[config.mk]
export PLATFORM = sky130hd
export DESIGN_NAME = irq_moderator
export DESIGN_NICKNAME = d
export VERILOG_FILES = /design/src/rtl/irq_moderator_pkg.sv /design/src/rtl/imod_counter.sv /design/src/rtl/imod_dir.sv /design/src/rtl/irq_moderator.sv
export SDC_FILE = /design/constraint.sdc
export NUM_CORES = 1
export LEC_CHECK = 0
export BUFFER_PORTS_ARGS = -buffer_cell sky130_fd_sc_hd__buf_2
export CORE_MARGIN = 4
export CORE_UTILIZATION = 34
export CTS_CLUSTER_DIAMETER = 60
export DETAILED_ROUTE_END_ITERATION = 6
export PLACE_DENSITY = 0.48
export SLEW_MARGIN = 25
export SYNTH_ARGS = -nofsm -noshare
export SYNTH_HDL_FRONTEND = slang
export SYNTH_SLANG_ARGS = --single-unit
[constraint.sdc]
create_clock -name clk -period 4.2 [get_ports clk]
set_input_delay 0.42 -clock clk [delete_from_list [all_inputs] [get_ports clk]]
set_output_delay 0.42 -clock clk [all_outputs]
set_load 0.01 [all_outputs]
[src/rtl/irq_moderator_pkg.sv]
package irq_moderator_pkg;
  localparam int CTRL_EN_BIT  = 0;
  localparam int CTRL_EXT_BIT = 1;
  localparam int CTRL_CLR_BIT = 2;
  localparam int NUM_DIRS     = 2;
  localparam int CNT_PER_DIR  = 2;

  typedef enum logic [1:0] {
    CNT_TX_BURST = 2'd0,
    CNT_TX_IDLE  = 2'd1,
    CNT_RX_BURST = 2'd2,
    CNT_RX_IDLE  = 2'd3
  } cnt_id_e;
endpackage

[src/rtl/imod_counter.sv]
module imod_counter
  import irq_moderator_pkg::*;
#(
  parameter int DATA_W  = 32,
  parameter int THR_W   = 16,
  parameter bit IS_IDLE = 1'b0
) (
  input  logic              clk,
  input  logic              rst_n,
  input  logic              wr_ctrl,
  input  logic              wr_thr,
  input  logic [DATA_W-1:0] wr_data,
  input  logic              us_tick,
  input  logic              pending,
  input  logic              cmpl,
  input  logic              fire,
  output logic              hit,
  output logic              enabled
);
  logic             en_q, ext_q;
  logic [THR_W-1:0] thr_q, cnt_q;
  logic             tick_ok, restart;

  assign tick_ok = ext_q ? us_tick : 1'b1;

  generate
    if (IS_IDLE) begin : g_idle
      assign restart = cmpl;
    end else begin : g_burst
      assign restart = 1'b0;
    end
  endgenerate

  assign hit     = en_q & pending & tick_ok & ~restart & (cnt_q >= thr_q);
  assign enabled = en_q;

  always_ff @(posedge clk) begin
    if (!rst_n) begin
      en_q  <= 1'b0;
      ext_q <= 1'b0;
      thr_q <= '0;
      cnt_q <= '0;
    end else begin
      if (wr_ctrl && wr_data[CTRL_CLR_BIT]) begin
        en_q  <= 1'b0;
        cnt_q <= '0;
      end else begin
        if (wr_ctrl) begin
          en_q  <= wr_data[CTRL_EN_BIT];
          ext_q <= wr_data[CTRL_EXT_BIT];
        end
        if (!pending || fire || restart) cnt_q <= '0;
        else if (en_q && tick_ok)         cnt_q <= cnt_q + 1'b1;
      end
      if (wr_thr) thr_q <= wr_data[THR_W-1:0];
    end
  end
endmodule

[src/rtl/imod_dir.sv]
module imod_dir
  import irq_moderator_pkg::*;
#(
  parameter int DATA_W = 32,
  parameter int THR_W  = 16
) (
  input  logic                   clk,
  input  logic                   rst_n,
  input  logic [CNT_PER_DIR-1:0] wr_ctrl,
  input  logic [CNT_PER_DIR-1:0] wr_thr,
  input  logic [DATA_W-1:0]      wr_data,
  input  logic                   us_tick,
  input  logic                   cmpl,
  output logic                   done,
  output logic                   pend_o,
  output logic                   mod_o
);
  logic [CNT_PER_DIR-1:0] hit, en;
  logic                   fire, moderated, pend_q, done_q;

  assign fire      = |hit;
  assign moderated = |en;

  generate
    for (genvar k = 0; k < CNT_PER_DIR; k++) begin : g_cnt
      imod_counter #(
        .DATA_W (DATA_W),
        .THR_W  (THR_W),
        .IS_IDLE(k == 1)
      ) u_cnt (
        .clk    (clk),
        .rst_n  (rst_n),
        .wr_ctrl(wr_ctrl[k]),
        .wr_thr (wr_thr[k]),
        .wr_data(wr_data),
        .us_tick(us_tick),
        .pending(pend_q),
        .cmpl   (cmpl),
        .fire   (fire),
        .hit    (hit[k]),
        .enabled(en[k])
      );
    end
  endgenerate

  always_ff @(posedge clk) begin
    if (!rst_n) begin
      pend_q <= 1'b0;
      done_q <= 1'b0;
    end else begin
      done_q <= moderated ? fire : (cmpl | pend_q);
      if (!moderated) pend_q <= 1'b0;
      else if (cmpl)  pend_q <= 1'b1;
      else if (fire)  pend_q <= 1'b0;
    end
  end

  assign done   = done_q;
  assign pend_o = pend_q;
  assign mod_o  = moderated;
endmodule

[src/rtl/irq_moderator.sv]
module irq_moderator
  import irq_moderator_pkg::*;
#(
  parameter int DATA_W = 32,
  parameter int THR_W  = 16
) (
  input  logic              clk,
  input  logic              rst_n,
  input  logic              reg_wr,
  input  logic [2:0]        reg_addr,
  input  logic [DATA_W-1:0] reg_wdata,
  input  logic              us_tick,
  input  logic              tx_cmpl,
  input  logic              rx_cmpl,
  input  logic              rx_hthr,
  output logic              tx_done,
  output logic              rx_done,
  output logic              rx_hthr_irq
);
  logic [NUM_DIRS-1:0] cmpl_v, done_v, pend_v, mod_v;
  logic                hthr_q;

  assign cmpl_v = {rx_cmpl, tx_cmpl};

  generate
    for (genvar d = 0; d < NUM_DIRS; d++) begin : g_dir
      logic [CNT_PER_DIR-1:0] wc, wt;
      for (genvar k = 0; k < CNT_PER_DIR; k++) begin : g_dec
        localparam logic [1:0] SEL = 2'(d * CNT_PER_DIR + k);
        assign wc[k] = reg_wr && (reg_addr[2:1] == SEL) && !reg_addr[0];
        assign wt[k] = reg_wr && (reg_addr[2:1] == SEL) &&  reg_addr[0];
      end
      imod_dir #(.DATA_W(DATA_W), .THR_W(THR_W)) u_dir (
        .clk    (clk),
        .rst_n  (rst_n),
        .wr_ctrl(wc),
        .wr_thr (wt),
        .wr_data(reg_wdata),
        .us_tick(us_tick),
        .cmpl   (cmpl_v[d]),
        .done   (done_v[d]),
        .pend_o (pend_v[d]),
        .mod_o  (mod_v[d])
      );
    end
  endgenerate

  always_ff @(posedge clk) begin
    if (!rst_n) hthr_q <= 1'b0;
    else        hthr_q <= rx_hthr;
  end

  assign tx_done     = done_v[0];
  assign rx_done     = done_v[1];
  assign rx_hthr_irq = hthr_q;
endmodule

Word-level counts from Yosys, hierarchy flattened:

Index checks and enable logic that the tools add are counted.

* word-level logic and storage cells: 113
* register bits: 141
* input port bits: 42
* output and inout port bits: 3

* mux-type cells: 10
* order comparisons: 4
* reductions and logical operators: 48
* bitwise logic cells: 23
* equal/unequal tests: 3
* add/sub/neg operators: 4

Operators by type and width (number)
* $add A16 B1 Y16 const B: 4
* $ge A16 B16 Y1: 4
* $logic_and A1 B1 Y1: 20
* $reduce_or A2 Y1: 8
* $and A1 B1 Y1: 14
* $reduce_and A2 Y1: 6
* $reduce_or A3 Y1: 4
* $mux W1: 10
* $not A1 Y1: 7
* $eq A2 B2 Y1 const B: 2
* $logic_or A1 B1 Y1: 4
* $reduce_bool A2 Y1: 2
* $logic_not A1 Y1: 3
* $eq A2 B1 Y1 const B: 1
* $logic_not A2 Y1: 1
* $or A1 B1 Y1: 2

Longest topological paths before layout:

Gate-level depths: netlist of the first run.

* depth after elaboration: 8
* gate-level depth with buffers: 9

By module:

From an unflattened synthesis of the first run, not the netlist that was laid out.

* cells, all modules: 822
* area total of the unflattened synthesis: 7632.3 sq um

By module, submodules not included
* imod_counter at g_dir[0].u_dir.g_cnt[0].u_cnt ...: instances 2, cells each 201, area an instance 1833.0 sq um, sequential area each 680.7 sq um
* imod_counter at g_dir[0].u_dir.g_cnt[1].u_cnt ...: instances 2, cells each 195, area an instance 1830.5 sq um, sequential area each 680.7 sq um
* imod_dir: instances 2, cells each 10, area an instance 91.3 sq um, sequential area each 40.0 sq um
* irq_moderator: instances 1, cells each 10, area an instance 122.6 sq um, sequential area each 20.0 sq um

Least setup slack after synthesis of the first run:

Ideal clock, no wire load.

* path type: register -> register
* start point: register g_dir[0].u_dir.g_cnt[0].u_cnt.thr_q[15]
* end point: register g_dir[0].u_dir.g_cnt[0].u_cnt.cnt_q[10]
* required time: 4.085 ns
* data arrival time: 2.031 ns
* buffers on the path: 1
* stages on the path, launching flop included: 10
* path slack: 2.055 ns
* cells stage by stage: dfxtp_1 inv_1 ha_1 nand4_1 or4_1 a221oi_2 o311ai_2 o2111ai_2 buf_6 nor2_1

* longest elaborated chain between the ends: 5

Ends and longest elaborated chain
* from (decl): RTL line imod_counter.sv:21 `logic [THR_W-1:0] thr_q, cnt_q;`
* from (signal assigned): RTL line imod_counter.sv:55 `if (wr_thr) thr_q <= wr_data[THR_W-1:0];`
* $ge A16 B16 Y1: RTL line imod_counter.sv:34 `assign hit = en_q & pending & tick_ok & ~restart & (cnt_q >= thr_q);`
* $and A1 B1 Y1: RTL line imod_counter.sv:34
* $reduce_or A2 Y1: RTL line imod_dir.sv:21 `assign fire = |hit;`
* $logic_or A1 B1 Y1: RTL line imod_counter.sv:52 `if (!pending || fire || restart) cnt_q <= '0;`
* $reduce_or A3 Y1 (no line)
* to (signal assigned): RTL line imod_counter.sv:53 `else if (en_q && tick_ok) cnt_q <= cnt_q + 1'b1;`
* to (decl): RTL line imod_counter.sv:21

No other way between the ends.
A chain may end at the register's enable or synchronous reset.

Worst setup path after layout of the first run:

* start point: register g_dir[0].u_dir.g_cnt[1].u_cnt.thr_q[13]
* end point: register g_dir[0].u_dir.g_cnt[0].u_cnt.cnt_q[7]

* longest elaborated chain between the ends: 5

Ends and longest elaborated chain (RTL line)
* from (decl): imod_counter.sv:21
* from (signal assigned): imod_counter.sv:55
* $ge A16 B16 Y1: imod_counter.sv:34
* $and A1 B1 Y1: imod_counter.sv:34
* $reduce_or A2 Y1: imod_dir.sv:21
* $logic_or A1 B1 Y1: imod_counter.sv:52
* $reduce_or A3 Y1 (no line)

No other way between the ends.

==> results.toml, run 1 <==
[global_route]
grtUsageTotal_pct = 15.0
busiest_layer = "met2"
met3_usage_pct = 3.62
grt_pass1_vias = 5634
antenna_found_initial = 1
grt.overflow.total = 0
grt_max_degree = 43
met2_usage_pct = 23.9
met1_usage_pct = 20.8
grt_pass1_wl_um = 28700

[synthesis]
syn_inst = 895
yosysWarnings = 0
synth_top_cell_by_area = "dfxtp_1"
synth.top_cell.area_share_pct = 39.3
synth_flop_cell = "dfxtp_1"
synth-edff-count = 0
yosysUniqueCellTypes = 44
yosys-top-cells-area = "dfxtp_1 (39%), ha_1 (12%), nand2_1 (8.9%)"
synth_seq_cells = 141
synth-seq-area-share_pct = 39.3
syn-mean-instance-area_um2 = 8.03
netlist_area_um2 = 7190
syn_nets = 1005
async_flop_share_pct = 0

[critical_path]
crit_chain = "inv_1, ha_1, nand4_1, or3_1, a221oi_1, nor4_2, o2111ai_2, nor2_1"
regToRegEndpoint = "g_dir[0].u_dir.g_cnt[0].u_cnt.cnt_q[7]"
rrSetupSlack_ns = 1.59
worst-endpoint-arrival_ns = 2.89
crit_path_top_delay_cell = "o2111ai_2"
crit_type = "flop to flop"
required_ns = 4.47
endpoint_kind = "flop"
crit_fanout = 15
start_kind = "flop"
worstRegToRegCells = 8
r2r_start = "g_dir[0].u_dir.g_cnt[1].u_cnt.thr_q[13]"
cpPeakStageDelay_ns = 0.63

[sta]
finClkSkew_ns = 0.00641
setup_slack_ns = 1.59
min_period_ns = 2.61
holdWs_ns = 0.214
hold_viol = 0
finalSetupViolCount = 0
period_share_pct = 62.2
maxSlewViolCount = 0
rsz0062_at_grt = "false"
max_freq_mhz = 383
tightestPinTransition_ns = 0.885
setup-tns-final_ns = 0
max-slew-margin-rel_pct = 40.8

[placement]
io_buffers = 28
dp_hpwl_um = 12300
dp_slack_ns = 1.53
gp_congestion = 0.760

[floorplanning]
ioPinCount = 45
rows = 52
die_area_um2 = 23500
die_w_um = 153
core_area_um2 = 20500
die_height_um = 153
floorplan.initialDensity_pct = 35.1

[pwr]
power_leakage_nw = 2.92
ir_drop_uv = 286
power.density_nw_per_um2 = 382

[outcome]
status = "finished, final reports clean"

[worst_hold_path]
hold_start = "rx_hthr"
hold_depth = 2
whs_endpoint = "rx_hthr_irq"
hp-class = "primary input to flop"

[job]
cap_violations = 0

[cells_and_area]
syn_to_final_growth_pct = 14.5
layout_commonest_cell = "nand2_1"
finalNetCount = 1026
drive_above_1_share_pct = 8.18
layout_common_cells = "nand2_1 (171), dfxtp_1 (141), a21oi_1 (94), inv_1 (75), ha_1 (68)"
insertedDiodeCount = 0

[drt]
finalWirelength_um = 17100
routedWlPerCell_um = 14.3
vias = 5816
drt-initial-drc-count = 273
first_pass_iters = 5
vias_per_cell = 4.85
antenna_left = 0
drc = 0

[cts]
h-tree-depth = 4
cts-root-buf = "clkbuf_16"
cts-resized-gates = 0
cts_max_path_buffers = 2
hold_buffers = 0
cts_sinks = 141
numCtsBuffers = 17
clock_latency_ns = 0.42
clk_pin_slew_worst_paths_ns = 0.06
post-cts-setup-buffers = 0
tritoncts = "yes"
## sequential cells by signal, indices dropped and copies added (netlist names)
name and cells:
g_dir.u_dir.g_cnt.u_cnt.thr_q 64, g_dir.u_dir.g_cnt.u_cnt.cnt_q 64, g_dir.u_dir.pend_o 2, g_dir.u_dir.g_cnt.u_cnt.enabled 4, g_dir.u_dir.done 2, rx_hthr_irq 1, g_dir.u_dir.g_cnt.u_cnt.ext_q 4
## metal layers
layer	routed length (µm)	up-vias
met3	630	16
li1	-	3054
met2	7840	69
met1	8490	2675
met4	158	2
met5	13	-
## cell type report
cell class	count	area, µm²
Timing Repair Buffer	33	178
Sequential cell	141	2820
Inverter	76	285
Fill cell	2130	12300
Tap cell	270	338
Clock inverter	11	163
Multi-Input combinational cell	647	3960
Clock buffer	21	480
## critical path, delay by kind of cell (launching register included)
kind	cells	cell delay (ns)
buffers and inverters	1	0.05
and+or+nand+nor	4	0.85
AOI/OAI and AO/OA	2	0.94
DFF	1	0.33
adders and majority gates	1	0.29
## report_power, final
group	internal, W	total (W)	leakage, nW	switching (W)
Sequential	0.00135	0.00136	1.14	0.00000812
Combinational	0.0000465	0.000145	1.47	0.0000987
Clock	0.00105	0.00164	0.311	0.000584
Total	0.00245	0.00314	2.92	0.000691
## kinds of logic after synthesis
family,after synthesis,share of synthesized area [%]
compound gates,139,11.4
xor+xnor,59,7.19
fa+ha+maj,68,11.8
buf+inv,107,5.83
flops,141,39.3
mux,9,1.25
simple gates,372,23.2
## per-stage QoR
step	power, W	utilization (%)	instance area, µm²	cells
after floorplan	0.00148	-	7190	895
after global placement	0.00154	37.0	7580	1167
after detailed placement	0.00154	37.0	7580	1167
after CTS	0.00318	40.1	8230	1199
after global routing	0.00326	40.2	8230	1199
final	0.00314	40.2	8230	1199
## how the worst max path moves through the flow
stage	from	to	slack [ns]
global placement	g_dir[0].u_dir.g_cnt[1].u_cnt.thr_q[13]	g_dir[0].u_dir.g_cnt[0].u_cnt.cnt_q[9]	1.57
finish	g_dir[0].u_dir.g_cnt[1].u_cnt.thr_q[13]	g_dir[0].u_dir.g_cnt[0].u_cnt.cnt_q[7]	1.59
global route	g_dir[0].u_dir.g_cnt[1].u_cnt.thr_q[13]	g_dir[0].u_dir.g_cnt[1].u_cnt.cnt_q[14]	1.36
detailed placement	g_dir[0].u_dir.g_cnt[1].u_cnt.thr_q[14]	g_dir[0].u_dir.g_cnt[0].u_cnt.cnt_q[7]	1.53
floorplan	g_dir[0].u_dir.g_cnt[0].u_cnt.thr_q[15]	g_dir[0].u_dir.g_cnt[0].u_cnt.cnt_q[10]	2.05
CTS	g_dir[0].u_dir.g_cnt[1].u_cnt.thr_q[15]	g_dir[0].u_dir.g_cnt[0].u_cnt.cnt_q[7]	1.51
## cell usage after synthesis (2+ instances only)
library cell and count:
xnor2_1 23, o211ai_1 3, a21oi_1 95, dfxtp_1 141, buf_1 5, xor2_1 36, nor2_1 61, buf_2 2
mux2i_1 9, o2111ai_2 2, nand2_1 171, and3_1 9, nand4_1 31, a211oi_1 4, buf_6 2, and2_1 7
ha_1 68, a21o_1 4, inv_1 76, nor2b_1 4, nand3_1 23, nand2b_1 10, o21a_1 7, o21ai_0 12
clkbuf_1 22, nor3_1 47, nor4_1 4
Note: power is estimated with default switching activity, not from simulation.
==> run 2: changes to the inputs <==
--- a/config.mk
+++ b/config.mk
@@ -10,7 +10,7 @@
 export CORE_UTILIZATION = 34
 export CTS_CLUSTER_DIAMETER = 60
 export DETAILED_ROUTE_END_ITERATION = 6
-export PLACE_DENSITY = 0.48
+export PLACE_DENSITY = 0.49
 export SLEW_MARGIN = 25
 export SYNTH_ARGS = -nofsm -noshare
 export SYNTH_HDL_FRONTEND = slang
==> constraint.sdc (replaced) <==
create_clock -name clk -period 2.28 [get_ports clk]
set_input_delay 0.228 -clock clk [delete_from_list [all_inputs] [get_ports clk]]
set_output_delay 0.228 -clock clk [all_outputs]
set_load 0.01 [all_outputs]
==> run 2 against run 1 <==
  * Critical path type unchanged
  * Total power increased by 88%
  * Fmax increased by 18%
  * Largest power group unchanged
  * First-iteration DRC count increased by 11%
  * Routed wire length increased by 2.2%
  * Via count increased by 1.9%
  * Design area increased by 6.8%
  * Critical endpoint unchanged
  * Register-to-register slack got worse by 1.5 ns
  * Count of clock-buffer cells in the layout decreased by 2
==> results.toml, run 2 (synthesis gave the netlist of run 1 again) <==
[outcome]
status = "finished, final reports clean"

[floorplanning]
ioPinCount = 45
die_w_um = 153
floorplan.initialDensity_pct = 35.1
core_area_um2 = 20500
rows = 52
die_height_um = 153
die_area_um2 = 23500

[drt]
first_pass_iters = 4
vias = 5926
antenna_left = 0
drc = 0
vias_per_cell = 4.82
finalWirelength_um = 17500
routedWlPerCell_um = 14.2
drt-initial-drc-count = 304

[cells_and_area]
finalNetCount = 1057
stdcell_area_um2 = 8790
layout_common_cells = "nand2_1 (171), dfxtp_1 (127), a21oi_1 (94), inv_1 (69), nor2_1 (61)"
syn_to_final_growth_pct = 22.2
top_regs = "g_dir.u_dir.g_cnt.u_cnt.cnt_q (64), g_dir.u_dir.g_cnt.u_cnt.thr_q (64)"
layout_commonest_cell = "nand2_1"
drive_above_1_share_pct = 15.0
insertedDiodeCount = 0

[cts]
numCtsBuffers = 17
cts-root-buf = "clkbuf_16"
tritoncts = "yes"
h-tree-depth = 4
clock_latency_ns = 0.42
clk_pin_slew_worst_paths_ns = 0.06
cts_sinks = 141
cts_max_path_buffers = 2

[pwr]
power.density_nw_per_um2 = 674
power_leakage_nw = 3.15
ir_drop_uv = 507

[sta]
max-slew-margin-rel_pct = 58.5
finalSetupViolCount = 0
maxSlewViolCount = 0
min_period_ns = 2.21
finClkSkew_ns = 0.00733
holdWs_ns = 0.0937
hold_viol = 0
period_share_pct = 96.8
tightestPinTransition_ns = 0.622
max_freq_mhz = 453

[job]
cap_violations = 0

[placement]
io_buffers = 28
gp_congestion = 0.780
dp_hpwl_um = 12500
place_area_um2 = 7820

[worst_hold_path]
hp-class = "primary input to flop"
hold_start = "rst_n"

[global_route]
grt_pass1_vias = 5643
grt_pass1_wl_um = 28900
met3_usage_pct = 3.08
antenna_found_initial = 0
grtUsageTotal_pct = 15.1
grt_max_degree = 56
grt.overflow.total = 0
busiest_layer = "met2"
met1_usage_pct = 21.0
met2_usage_pct = 23.9

[critical_path]
worst-endpoint-arrival_ns = 2.52
r2r_start = "g_dir[0].u_dir.g_cnt[1].u_cnt.cnt_q[11]"
start_kind = "flop"
crit_type = "flop to flop"
endpoint_kind = "flop"
crit_path_start = "g_dir[0].u_dir.g_cnt[1].u_cnt.cnt_q[11]"
required_ns = 2.59
crit_fanout = 7
-- run 2: cell type report --
class	count	area, µm²
Clock buffer	19	453
Clock inverter	13	211
Fill cell	2139	11700
Inverter	76	285
Multi-Input combinational cell	647	4190
Sequential cell	141	2840
Tap cell	270	338
Timing Repair Buffer	64	472
-- run 2: power by group --
group	internal [W]	total [W]	switching, W	leakage [nW]
logic	0.000108	0.000300	0.000192	1.69
registers	0.00249	0.00251	0.0000153	1.15
clock network	0.00201	0.00312	0.00111	0.312
total	0.00461	0.00593	0.00132	3.15
-- run 2: timing repair --
item | CTS | global route
gates resized for setup | 4 | 43
hold buffers | 1 | 0
gates cloned | 0 | 1
endpoints found under the setup margin | 1 | 64
hold endpoints to repair | 1 | 0
pin swaps | 1 | 13
setup buffers | 0 | 2
-- run 2: critical path, stage by stage, from the launching register on --
cell,delay (ns)
dfxtp_1,0.36
ha_4,0.29
nand4_1,0.12
or3_1,0.39
a221oi_2,0.29
nor4_4,0.10
o2111ai_4,0.30
clkbuf_16,0.21
nor2_1,0.04
-- run 2: metal layers --
metal	routed length, µm	up-vias	part of all wire (%)
met5	0	-	0
met4	151	0	0.86
met2	8020	56	46
met3	574	12	3.3
met1	8750	2743	50
li1	-	3115	-
-- run 2: worst paths after layout --
kind	cells after the start	to	slack, ns
max	8	g_dir[0].u_dir.g_cnt[0].u_cnt.cnt_q[7]	0.07
min	2	g_dir[1].u_dir.done	0.09
max reg2reg	8	g_dir[0].u_dir.g_cnt[0].u_cnt.cnt_q[7]	0.07
min reg2reg	2	g_dir[0].u_dir.g_cnt[1].u_cnt.thr_q[4]	0.45
-- run 2: through the flow --
stage               utilization [%]  setup WS, ns  std cells  TNS [ns]  power, W
finish                         42.9        0.0737       1230         0   0.00593
global route                   42.9       -0.0121       1230   -0.0945   0.00614
CTS                            41.6      0.000863       1227         0   0.00598
detailed placement             38.1       -0.0121       1194   -0.0121   0.00284
global placement               38.1       -0.0179       1194   -0.0179   0.00283
floorplan                         -         0.135        895         0   0.00272
